[src/rtl/scan_seq_pkg.sv]
package scan_seq_pkg;
  typedef enum logic [1:0] {
    PH_IDLE  = 2'd0,
    PH_SHIFT = 2'd1,
    PH_CAPT  = 2'd2
  } phase_e;
endpackage

[src/rtl/scan_vec_mem.sv]
module scan_vec_mem #(
  parameter int DEPTH = 8,
  parameter int PS_W  = 15,
  parameter int PI_W  = 4,
  parameter int PO_W  = 3,
  localparam int AW   = $clog2(DEPTH)
) (
  input  logic            clk_i,
  input  logic            rst_ni,
  input  logic            we_i,
  input  logic [AW-1:0]   waddr_i,
  input  logic [PS_W-1:0] wps_i,
  input  logic [PI_W-1:0] wpi_i,
  input  logic [PS_W-1:0] wens_i,
  input  logic [PO_W-1:0] wepo_i,
  input  logic [AW-1:0]   raddr_a_i,
  output logic [PS_W-1:0] ps_a_o,
  output logic [PI_W-1:0] pi_a_o,
  output logic [PO_W-1:0] epo_a_o,
  input  logic [AW-1:0]   raddr_b_i,
  output logic [PS_W-1:0] ens_b_o
);
  logic [PS_W-1:0] ps_q  [DEPTH];
  logic [PI_W-1:0] pi_q  [DEPTH];
  logic [PS_W-1:0] ens_q [DEPTH];
  logic [PO_W-1:0] epo_q [DEPTH];

  always_ff @(posedge clk_i or negedge rst_ni) begin
    if (!rst_ni) begin
      for (int i = 0; i < DEPTH; i++) begin
        ps_q[i]  <= '0;
        pi_q[i]  <= '0;
        ens_q[i] <= '0;
        epo_q[i] <= '0;
      end
    end else if (we_i) begin
      ps_q[waddr_i]  <= wps_i;
      pi_q[waddr_i]  <= wpi_i;
      ens_q[waddr_i] <= wens_i;
      epo_q[waddr_i] <= wepo_i;
    end
  end

  assign ps_a_o  = ps_q[raddr_a_i];
  assign pi_a_o  = pi_q[raddr_a_i];
  assign epo_a_o = epo_q[raddr_a_i];
  assign ens_b_o = ens_q[raddr_b_i];
endmodule

[src/rtl/scan_seq_ctrl.sv]
module scan_seq_ctrl
  import scan_seq_pkg::*;
#(
  parameter int DEPTH   = 8,
  parameter int MAX_LEN = 5,
  localparam int CW     = $clog2(DEPTH) + 1,
  localparam int BW     = $clog2(MAX_LEN + 1)
) (
  input  logic          clk_i,
  input  logic          rst_ni,
  input  logic          start_i,
  input  logic [CW-1:0] n_vec_i,
  output phase_e        phase_o,
  output logic [BW-1:0] bit_cnt_o,
  output logic [CW-1:0] vec_cnt_o,
  output logic          load_v_o,
  output logic          unload_v_o,
  output logic          start_acc_o,
  output logic          done_o
);
  phase_e        phase_q;
  logic [BW-1:0] bit_q;
  logic [CW-1:0] vec_q, n_q;
  logic          done_q;
  logic          last_bit;

  assign last_bit    = (bit_q == BW'(MAX_LEN - 1));
  assign start_acc_o = (phase_q == PH_IDLE) && start_i &&
                       (n_vec_i != '0) && (n_vec_i <= CW'(DEPTH));

  always_ff @(posedge clk_i or negedge rst_ni) begin
    if (!rst_ni) begin
      phase_q <= PH_IDLE;
      bit_q   <= '0;
      vec_q   <= '0;
      n_q     <= '0;
      done_q  <= 1'b0;
    end else begin
      done_q <= 1'b0;
      unique case (phase_q)
        PH_IDLE: if (start_acc_o) begin
          phase_q <= PH_SHIFT;
          bit_q   <= '0;
          vec_q   <= '0;
          n_q     <= n_vec_i;
        end
        PH_SHIFT: begin
          if (last_bit) begin
            bit_q <= '0;
            if (vec_q < n_q) phase_q <= PH_CAPT;
            else begin
              phase_q <= PH_IDLE;
              done_q  <= 1'b1;
            end
          end else begin
            bit_q <= bit_q + BW'(1);
          end
        end
        PH_CAPT: begin
          vec_q   <= vec_q + CW'(1);
          phase_q <= PH_SHIFT;
        end
        default: phase_q <= PH_IDLE;
      endcase
    end
  end

  assign phase_o    = phase_q;
  assign bit_cnt_o  = bit_q;
  assign vec_cnt_o  = vec_q;
  assign load_v_o   = (phase_q == PH_SHIFT) && (vec_q < n_q);
  assign unload_v_o = (phase_q == PH_SHIFT) && (vec_q != '0);
  assign done_o     = done_q;

  AST_START_BUSY: assert property (@(posedge clk_i) disable iff (!rst_ni)
    start_acc_o |=> (phase_q == PH_SHIFT) && (bit_q == '0));
  AST_CAPT_SINGLE: assert property (@(posedge clk_i) disable iff (!rst_ni)
    (phase_q == PH_CAPT) |=> (phase_q == PH_SHIFT));
  AST_SHIFT_RUN: assert property (@(posedge clk_i) disable iff (!rst_ni)
    (phase_q == PH_SHIFT) && !last_bit |=> (phase_q == PH_SHIFT));
  AST_DONE_PULSE: assert property (@(posedge clk_i) disable iff (!rst_ni)
    done_q |=> !done_q && (phase_q == PH_IDLE));
endmodule

[src/rtl/scan_chain_lane.sv]
module scan_chain_lane #(
  parameter int MAX_LEN = 5,
  parameter int LEN     = 5,
  localparam int BW     = $clog2(MAX_LEN + 1),
  localparam int PAD    = MAX_LEN - LEN
) (
  input  logic [BW-1:0]      bit_cnt_i,
  input  logic               load_v_i,
  input  logic               unload_v_i,
  input  logic [MAX_LEN-1:0] ps_i,
  input  logic [MAX_LEN-1:0] ens_i,
  input  logic               scan_out_i,
  output logic               scan_in_o,
  output logic               mismatch_o
);
  logic [BW-1:0] ld_pos, ul_pos;
  logic          ld_real, ul_real;

  assign ld_pos  = BW'(MAX_LEN - 1) - bit_cnt_i;
  assign ul_pos  = BW'(LEN - 1) - bit_cnt_i;
  assign ld_real = int'(bit_cnt_i) >= PAD;
  assign ul_real = int'(bit_cnt_i) < LEN;

  // leading filler bits are driven as 0
  assign scan_in_o  = (load_v_i && ld_real) ? ps_i[ld_pos] : 1'b0;
  assign mismatch_o = unload_v_i && ul_real && (scan_out_i != ens_i[ul_pos]);
endmodule

[src/rtl/scan_resp_check.sv]
module scan_resp_check #(
  parameter int AW = 3
) (
  input  logic          clk_i,
  input  logic          rst_ni,
  input  logic          start_acc_i,
  input  logic          po_bad_i,
  input  logic [AW-1:0] po_idx_i,
  input  logic          ns_bad_i,
  input  logic [AW-1:0] ns_idx_i,
  output logic          fail_o,
  output logic [AW-1:0] fail_idx_o
);
  logic          fail_q;
  logic [AW-1:0] idx_q;

  always_ff @(posedge clk_i or negedge rst_ni) begin
    if (!rst_ni) begin
      fail_q <= 1'b0;
      idx_q  <= '0;
    end else if (start_acc_i) begin
      fail_q <= 1'b0;
      idx_q  <= '0;
    end else if (!fail_q) begin
      if (po_bad_i) begin
        fail_q <= 1'b1;
        idx_q  <= po_idx_i;
      end else if (ns_bad_i) begin
        fail_q <= 1'b1;
        idx_q  <= ns_idx_i;
      end
    end
  end

  assign fail_o     = fail_q;
  assign fail_idx_o = idx_q;

  AST_FAIL_STICKY: assert property (@(posedge clk_i) disable iff (!rst_ni)
    fail_q && !start_acc_i |=> fail_q);
  AST_IDX_HOLD: assert property (@(posedge clk_i) disable iff (!rst_ni)
    fail_q && !start_acc_i |=> $stable(idx_q));
endmodule

[src/rtl/scan_test_seq.sv]
module scan_test_seq
  import scan_seq_pkg::*;
#(
  parameter int N_CHAINS                   = 3,
  parameter int MAX_LEN                    = 5,
  parameter logic [N_CHAINS*8-1:0] CHAIN_LENS = {8'd4, 8'd3, 8'd5},
  parameter int N_PI                       = 4,
  parameter int N_PO                       = 3,
  parameter int DEPTH                      = 8,
  localparam int AW                        = $clog2(DEPTH),
  localparam int CW                        = AW + 1,
  localparam int SW                        = N_CHAINS * MAX_LEN
) (
  input  logic                clk_i,
  input  logic                rst_ni,
  input  logic                start_i,
  input  logic [CW-1:0]       n_vec_i,
  input  logic                vec_we_i,
  input  logic [AW-1:0]       vec_addr_i,
  input  logic [SW-1:0]       vec_ps_i,
  input  logic [N_PI-1:0]     vec_pi_i,
  input  logic [SW-1:0]       vec_ens_i,
  input  logic [N_PO-1:0]     vec_epo_i,
  output logic                tc_o,
  output logic [N_CHAINS-1:0] scan_in_o,
  output logic [N_PI-1:0]     pi_o,
  input  logic [N_CHAINS-1:0] scan_out_i,
  input  logic [N_PO-1:0]     po_i,
  output logic                busy_o,
  output logic                done_o,
  output logic                fail_o,
  output logic [AW-1:0]       fail_idx_o
);
  localparam int BW = $clog2(MAX_LEN + 1);

  phase_e              phase;
  logic [BW-1:0]       bit_cnt;
  logic [CW-1:0]       vec_cnt;
  logic                load_v, unload_v, start_acc;
  logic [AW-1:0]       rd_a, rd_b;
  logic [SW-1:0]       cur_ps, prev_ens;
  logic [N_PI-1:0]     cur_pi;
  logic [N_PO-1:0]     cur_epo;
  logic [N_CHAINS-1:0] lane_bad;
  logic                capt, po_bad, mem_we;

  scan_seq_ctrl #(.DEPTH(DEPTH), .MAX_LEN(MAX_LEN)) u_ctrl (
    .clk_i       (clk_i),
    .rst_ni      (rst_ni),
    .start_i     (start_i),
    .n_vec_i     (n_vec_i),
    .phase_o     (phase),
    .bit_cnt_o   (bit_cnt),
    .vec_cnt_o   (vec_cnt),
    .load_v_o    (load_v),
    .unload_v_o  (unload_v),
    .start_acc_o (start_acc),
    .done_o      (done_o)
  );

  // port A: vector being loaded/captured; port B: vector being unloaded
  assign rd_a   = vec_cnt[AW-1:0];
  assign rd_b   = vec_cnt[AW-1:0] - AW'(1);
  assign mem_we = vec_we_i && (phase == PH_IDLE);

  scan_vec_mem #(.DEPTH(DEPTH), .PS_W(SW), .PI_W(N_PI), .PO_W(N_PO)) u_mem (
    .clk_i     (clk_i),
    .rst_ni    (rst_ni),
    .we_i      (mem_we),
    .waddr_i   (vec_addr_i),
    .wps_i     (vec_ps_i),
    .wpi_i     (vec_pi_i),
    .wens_i    (vec_ens_i),
    .wepo_i    (vec_epo_i),
    .raddr_a_i (rd_a),
    .ps_a_o    (cur_ps),
    .pi_a_o    (cur_pi),
    .epo_a_o   (cur_epo),
    .raddr_b_i (rd_b),
    .ens_b_o   (prev_ens)
  );

  for (genvar c = 0; c < N_CHAINS; c++) begin : g_lane
    scan_chain_lane #(
      .MAX_LEN (MAX_LEN),
      .LEN     (int'(CHAIN_LENS[c*8 +: 8]))
    ) u_lane (
      .bit_cnt_i  (bit_cnt),
      .load_v_i   (load_v),
      .unload_v_i (unload_v),
      .ps_i       (cur_ps[c*MAX_LEN +: MAX_LEN]),
      .ens_i      (prev_ens[c*MAX_LEN +: MAX_LEN]),
      .scan_out_i (scan_out_i[c]),
      .scan_in_o  (scan_in_o[c]),
      .mismatch_o (lane_bad[c])
    );
  end

  assign capt   = (phase == PH_CAPT);
  assign tc_o   = capt;
  assign pi_o   = capt ? cur_pi : '0;
  assign po_bad = capt && (po_i != cur_epo);
  assign busy_o = (phase != PH_IDLE);

  scan_resp_check #(.AW(AW)) u_chk (
    .clk_i       (clk_i),
    .rst_ni      (rst_ni),
    .start_acc_i (start_acc),
    .po_bad_i    (po_bad),
    .po_idx_i    (rd_a),
    .ns_bad_i    (|lane_bad),
    .ns_idx_i    (rd_b),
    .fail_o      (fail_o),
    .fail_idx_o  (fail_idx_o)
  );

  AST_IDLE_QUIET: assert property (@(posedge clk_i) disable iff (!rst_ni)
    !busy_o |-> !tc_o && (scan_in_o == '0) && (pi_o == '0));
  AST_NO_WRITE_BUSY: assert property (@(posedge clk_i) disable iff (!rst_ni)
    busy_o && vec_we_i |=> $stable(cur_epo) || (phase != $past(phase)) ||
                           (vec_cnt != $past(vec_cnt)));
endmodule

[config.mk]
export PLATFORM = sky130hd
export DESIGN_NAME = scan_test_seq
export DESIGN_NICKNAME = d
export VERILOG_FILES = /design/src/rtl/scan_seq_pkg.sv /design/src/rtl/scan_vec_mem.sv /design/src/rtl/scan_seq_ctrl.sv /design/src/rtl/scan_chain_lane.sv /design/src/rtl/scan_resp_check.sv /design/src/rtl/scan_test_seq.sv
export SDC_FILE = /design/constraint.sdc
export NUM_CORES = 1
export LEC_CHECK = 0
export BUFFER_PORTS_ARGS = -buffer_cell sky130_fd_sc_hd__buf_2
export CAP_MARGIN = 10
export CORE_UTILIZATION = 30
export DETAILED_ROUTE_END_ITERATION = 8
export PLACE_DENSITY_LB_ADDON = 0.2
export SETUP_SLACK_MARGIN = 0.2
export SYNTH_ARGS = -nofsm -noshare
export SYNTH_HDL_FRONTEND = slang
export SYNTH_HIERARCHICAL = 1
export SYNTH_SLANG_ARGS = --single-unit
[constraint.sdc]
create_clock -name clk_i -period 3.76 [get_ports clk_i]
set_clock_uncertainty 0.2 [all_clocks]
set_input_delay 0.376 -clock clk_i [delete_from_list [all_inputs] [get_ports clk_i]]
set_output_delay 0.376 -clock clk_i [all_outputs]
set_load 0.005 [all_outputs]
# Word-level counts from Yosys, hierarchy flattened
# Index checks and enable logic that the tools add are counted.
# Widths: inputs -> output; s select.
# classes
mux	58
n_lt_le_gt_ge	14
n_reduce_logical	29
n_shift	0
mul	0
eq_ne	10
div_mod_pow	0
bitwise_logic	3
addsub	6
# ops
operator	n
$bwmux 120	2
$bmux 15 s3	2
$mux 15	5
$demux 15 s3	1
$bwmux 32	1
$mux 3	9
$bwmux 24	1
$mux 4	5
$bmux 1 s3	6
$logic_and 1x1->1	16
$mux 1	16
$bmux 4 s3	1
$demux 4 s3	1
$ge 4x4->1 const B	3
$lt 3x4->1 const B	3
$not 3->4	3
$reduce_and 2->1	5
$bmux 3 s3	1
$demux 3 s3	1
$pmux 4 s2	1
$reduce_bool 4->1	2
$lt 3x3->1 const B	2
$mux 2	3
$pmux 2 s3	1
23 further kinds	29
# totals
register_bits	314
mem_count	0
mem_bits_rw	0
out_inout_bits	14
latchBits	0
elab_cells	159
in_bits	54
romBits	0

# Longest topological paths before layout
# logic_depth
word_depth	14
depth_mapped	14
depth_no_buf	13

# Modules after synthesis
# Netlist, hierarchy kept.
# by_module_without_submodules
mod	seq_area_each_um2	area_per_inst_um2	instances	cells_per_inst
scan_vec_mem	7407.1	13431.6	1	762
scan_seq_ctrl	350.3	774.5	1	82
scan_resp_check	100.1	200.2	1	17
scan_chain_lane (g_lane[1].u_lane)	0.0	180.2	1	19
scan_chain_lane (g_lane[2].u_lane)	0.0	180.2	1	23
scan_chain_lane (g_lane[0].u_lane)	0.0	135.1	1	14
scan_test_seq	0.0	121.4	1	18

# Worst setup path after synthesis
# No wires, ideal clock.
# synth_path
kind	flip-flop to flip-flop
from	reg u_ctrl.vec_q[0] (netlist: u_ctrl/vec_cnt_o[0])
to	reg u_chk.idx_q[0] (netlist: u_chk/fail_idx_o[0])
setup_ns	0.094
path_stages_with_launch	14
t_required_ns	3.466
setup_slack_ns	-0.114
path_buffers	1
synth_period_minus_slack_ns	3.874
t_arrival_ns	3.581
cell_sequence	dfrtp_1 -> inv_1 -> ha_1 -> xor2_1 -> clkbuf_1 -> mux4_2 -> mux2_2 -> mux4_2 -> mux2i_1 -> xnor2_1 -> and3_1 -> or3_1 -> o21ba_4 -> a211oi_1
# synth_between
elab_chain_cells	12
elab_cells_between_ends	35
classes_between	add/sub: 1; eq/ne: 4; mux: 16; bitwise: 2; reduce/logical: 12
# synth_rtl
item	line_no	text
start, declared	scan_seq_ctrl.sv:23	logic [CW-1:0] vec_q, n_q;
start signal, assigned	scan_seq_ctrl.sv:60	vec_q <= vec_q + CW'(1);
$sub 3x1->3	scan_test_seq.sv:63	assign rd_b = vec_cnt[AW-1:0] - AW'(1);
via rd_b[0]	scan_test_seq.sv:40	logic [AW-1:0] rd_a, rd_b;
$not 3->4 (implied by the code)	scan_vec_mem.sv:47	assign ens_b_o = ens_q[raddr_b_i];
$bmux 15 s3	scan_vec_mem.sv:47	
$mux 15 (implied by the code) (2 in a row)	scan_vec_mem.sv:47	
via prev_ens[6]	scan_test_seq.sv:41	logic [SW-1:0] cur_ps, prev_ens;
$bmux 1 s3	scan_chain_lane.sv:26	assign mismatch_o = unload_v_i && ul_real && (scan_out_i != ens_i[ul_pos]);
$mux 1 (implied by the code)	scan_chain_lane.sv:26	
$ne 1x1->1	scan_chain_lane.sv:26	
$logic_and 1x1->1	scan_chain_lane.sv:26	
via lane_bad[1]	scan_test_seq.sv:44	logic [N_CHAINS-1:0] lane_bad;
$reduce_or 3->1	scan_test_seq.sv:111	.ns_bad_i (|lane_bad),
$reduce_bool 3->1 (no line)	-	
$reduce_and 2->1 (no line)	-	
end signal, assigned	scan_resp_check.sv:27	idx_q <= po_idx_i;
end signal, assigned	scan_resp_check.sv:30	idx_q <= ns_idx_i;
end, declared	scan_resp_check.sv:15	logic [AW-1:0] idx_q;
# The timed path passes the listed nets, and every way through them passes these cells. The select of a mux whose other input is x is not followed.
# A chain may end at the register's enable or synchronous reset.

# Final worst setup path
# layout_path
from	reg u_ctrl.vec_q[0] (netlist: u_ctrl/vec_cnt_o[0])
to	out scan_in_o[1]
# layout_between
elab_chain_cells	7
elab_cells_between_ends	10
classes_between	order compare: 1; mux: 6; bitwise: 1; reduce/logical: 2
# layout_rtl
item	line_no	text
$not 3->4 (implied by the code)	scan_vec_mem.sv:44	assign ps_a_o = ps_q[raddr_a_i];
$bmux 15 s3	scan_vec_mem.sv:44	
$mux 15 (implied by the code) (2 in a row)	scan_vec_mem.sv:44	
via cur_ps[8]	scan_test_seq.sv:41	
$bmux 1 s3	scan_chain_lane.sv:25	assign scan_in_o = (load_v_i && ld_real) ? ps_i[ld_pos] : 1'b0;
$mux 1 (implied by the code)	scan_chain_lane.sv:25	
$mux 1	scan_chain_lane.sv:25	
end, declared	scan_test_seq.sv:25	output logic [N_CHAINS-1:0] scan_in_o,
# The timed path passes the listed nets, and every way through them passes these cells. The select of a mux whose other input is x is not followed.

==> impl_results.md <==
* Remaining antenna violation count after routing at 0
* Syn_nets at between 1000 and 1500
* Vias in the first global route at 9230
* Number of I/O pins at 68
* TNS Setup at 0 ps
* Top FF cell, synth: dfrtp_1
* Synthesis-to-finish area growth at 22.14%
* Total core area at approximately 49000 um^2
* FMAX at 269.9 MHz
* Final net count at 1145
* Max-slew violation count at 0
* Multi-input gate area at 6750 um^2
* Height of the die at about 230 um
* Final setup margin at roughly 55 ps
* Final setup vio count at 0
* # clock sinks at about 310
* DRT Pass-1 Iters at 4
* Sequential area share after synthesis at 52.30%
* Setup crit end kind: output pin
* CP Class: flop to output pin
* DRT Wirelength at between 30000 and 40000 um
* P_leak at 7.887 nW
* FFs w/ async S/R, synth at 100.0%
* Avg Inst Size Synth at 16.07 um^2
* Worst min-delay path class: input pin to flop
* DP Worst Slack at between 30 and 40 ps
* WP data required at roughly 3200 ps
* Port-buffer cells at 67
* Commonest non-fill, non-tap cell in the layout: mux2_2
* Detail Placement HPWL at 21050 um
* Worst vdd ir at 0.3324 mV
* Initial Util at a little under a third
* GP Congestion at a little over 0.7
* Synth unique cells at between 40 and 50
* H-tree depth at 2
* # rows at a little over 80
* Crit start category: flop
* Clk slew on worst S/H paths at about 60 ps
* Synthesized area at approximately 15000 um^2
* Clock buffer depth at 3
* EDFF count, synth at 0
* Status: finished clean
* Placed Cells at roughly 1600
* Crit path max fanout at 7
* Maxcap violations at 0
* Yosys reg bits at around 310
* Most frequent cells in the layout: mux2_2, dfrtp_1, buf_2
* Fin crit share at between 90% and 100%
* Fin. Hold Viols at 0
* Headroom to the max-slew limit at approximately 47%
* Register area at 7861 um^2
* Routed vias at between 8000 and 9000
* Cells after synthesis at 935
* Tmin final at approximately 3700 ps
* Gr ovfl total at 0
* Fin area at ~18000 um^2
* 1st-iter DRT viols at roughly 380
* Largest net degree at the start of global routing at 77
* CTS root buf: clkbuf_16
* GRT Resource Usage Total at ~16%
* Final Util at 37.33%
* Area of placed instances at approximately 16000 um^2
* Fraction of layout cells with a size suffix above 1 at between 50% and 60%
* P per Cell Area at around 870 nW/um^2
* Worst-Margin Slew at 792.4 ps
* Die area at 50980 um^2
* CTS tree: yes
* Post-route DRC at 0
* Routed length per instance at ~22 um
* Final Non-Filler Cells at 1770
* Die Wd at approximately 230 um
* RSZ-0062 raised after global routing: true
* ANT cells at 0
* # fillers at approximately 4700
* Syn. warnings at 6
* Num CTS Buffers at 39
* First-pass GRT wire length at 59030 um
* Vias per cell at ~4.9
* Critical Path AT at 3130 ps
* Initial antenna violation count at 2
* Clk_lat worst skew at about 560 ps
## logic make-up (layout without fill, tap and decap cells)
family / count (synthesis) / in the layout / share of synthesized area (%)
mux: 419 / 419 / 38.45
flops: 314 / 314 / 52.30
buf+inv: 77 / 248 / 3.090
simple gates: 64 / 64 / 2.690
compound gates: 35 / 35 / 1.574
fa+ha+maj: 15 / 15 / 1.249
xor+xnor: 11 / 11 / 0.6413
## worst max-delay path, stage by stage (launching register included)
cell      delay, ps
dfrtp_2         380
buf_4           120
buf_12          140
buf_16          150
mux4_2          510
mux2_2          300
mux4_2          520
a21oi_2         180
a211oi_2         90
buf_2           150
## synth_stat cells (4+ instances only)
cell type	instances	area (um^2)
a211oi_1	4	30.03
a21oi_1	11	55.05
and2_1	4	25.02
buf_1	5	18.77
buf_2	19	95.09
buf_4	4	30.03
buf_6	18	202.7
clkbuf_1	7	26.28
dfrtp_1	314	7858
ha_1	15	187.7
inv_1	23	86.33
mux2_2	334	3761
mux2i_1	6	60.06
mux4_1	47	1235
mux4_2	32	720.7
nand2_1	14	52.55
nand2b_1	5	31.28
nand4b_1	4	35.03
nor2_1	10	37.54
nor3b_1	4	30.03
o21ai_0	6	30.03
xnor2_1	5	43.79
xor2_1	6	52.55
## state kept, by name (all words and copies together) (netlist names)
| name | flops |
|---|---|
| u_ctrl/phase_o | 2 |
| u_ctrl/n_q | 4 |
| u_mem/pi_q | 32 |
| u_chk/fail_idx_o | 3 |
| u_ctrl/vec_cnt_o | 4 |
| u_ctrl/done_o | 1 |
| u_mem/ps_q | 120 |
| u_mem/epo_q | 24 |
| u_chk/fail_o | 1 |
| u_mem/ens_q | 120 |
| u_ctrl/bit_cnt_o | 3 |
## through the flow
stage	hold WS (ps)	power [mW]
floorplan	-119.6	9.914
global placement	212.0	11.32
detailed placement	216.5	11.43
CTS	5.943	16.18
global route	29.27	17.02
finish	36.70	16.03
## cell type report
type	count	share of cell area (%)
Inverter	23	0.4841
Clock inverter	17	1.514
Clock buffer	54	6.287
Multi-Input combinational cell	544	36.79
Tap cell	664	4.528
Timing Repair Buffer	154	7.555
Sequential cell	314	42.84
## per-layer routing
layer | share of wire (%) | routed length [um] | GRT usage [%]
met5 | 0.070 | 27 | 0
met3 | 3.4 | 1296 | 2.719
met4 | 2.3 | 882 | 5.003
met1 | 48 | 18220 | 21.29
met2 | 47 | 17930 | 24.93
## worst paths after layout
path | startpoint | cells past startpoint | end | slack (ps)
setup / recovery | u_ctrl/vec_cnt_o[0]$_DFFE_PN0P_ | 9 | scan_in_o[1] | 60
hold / removal | n_vec_i[3] | 3 | u_ctrl/phase_o[0]$_DFFE_PN0P_ | 40
setup reg to reg | u_ctrl/vec_cnt_o[0]$_DFFE_PN0P_ | 15 | u_chk/fail_idx_o[2]$_DFFE_PN0P_ | 110
hold reg to reg | u_mem/epo_q[20]$_DFFE_PN0P_ | 1 | u_mem/epo_q[20]$_DFFE_PN0P_ | 290
max in group asynchronous | rst_ni | 3 | u_mem/ps_q[22]$_DFFE_PN0P_ | 2190
min in group asynchronous | rst_ni | 2 | u_mem/pi_q[4]$_DFFE_PN0P_ | 200
## power breakdown
part	internal [mW]	switching, mW	total (mW)
Clock	2.63	1.52	4.14
Sequential	5.03	0.842	5.87
Combinational	3.76	2.26	6.02
## timing repair
item / 4_1_cts / 5_1_grt
gates cloned: 4 / 1
pin swaps: 3 / 3
hold buffers: 43 / 0
hold endpoints to repair: 371 / 0
endpoints found under the setup margin: 7 / 7
setup buffers: 8 / 2
gates resized for setup: 22 / 9
No activity file was read; power rests on OpenSTA's default activity.
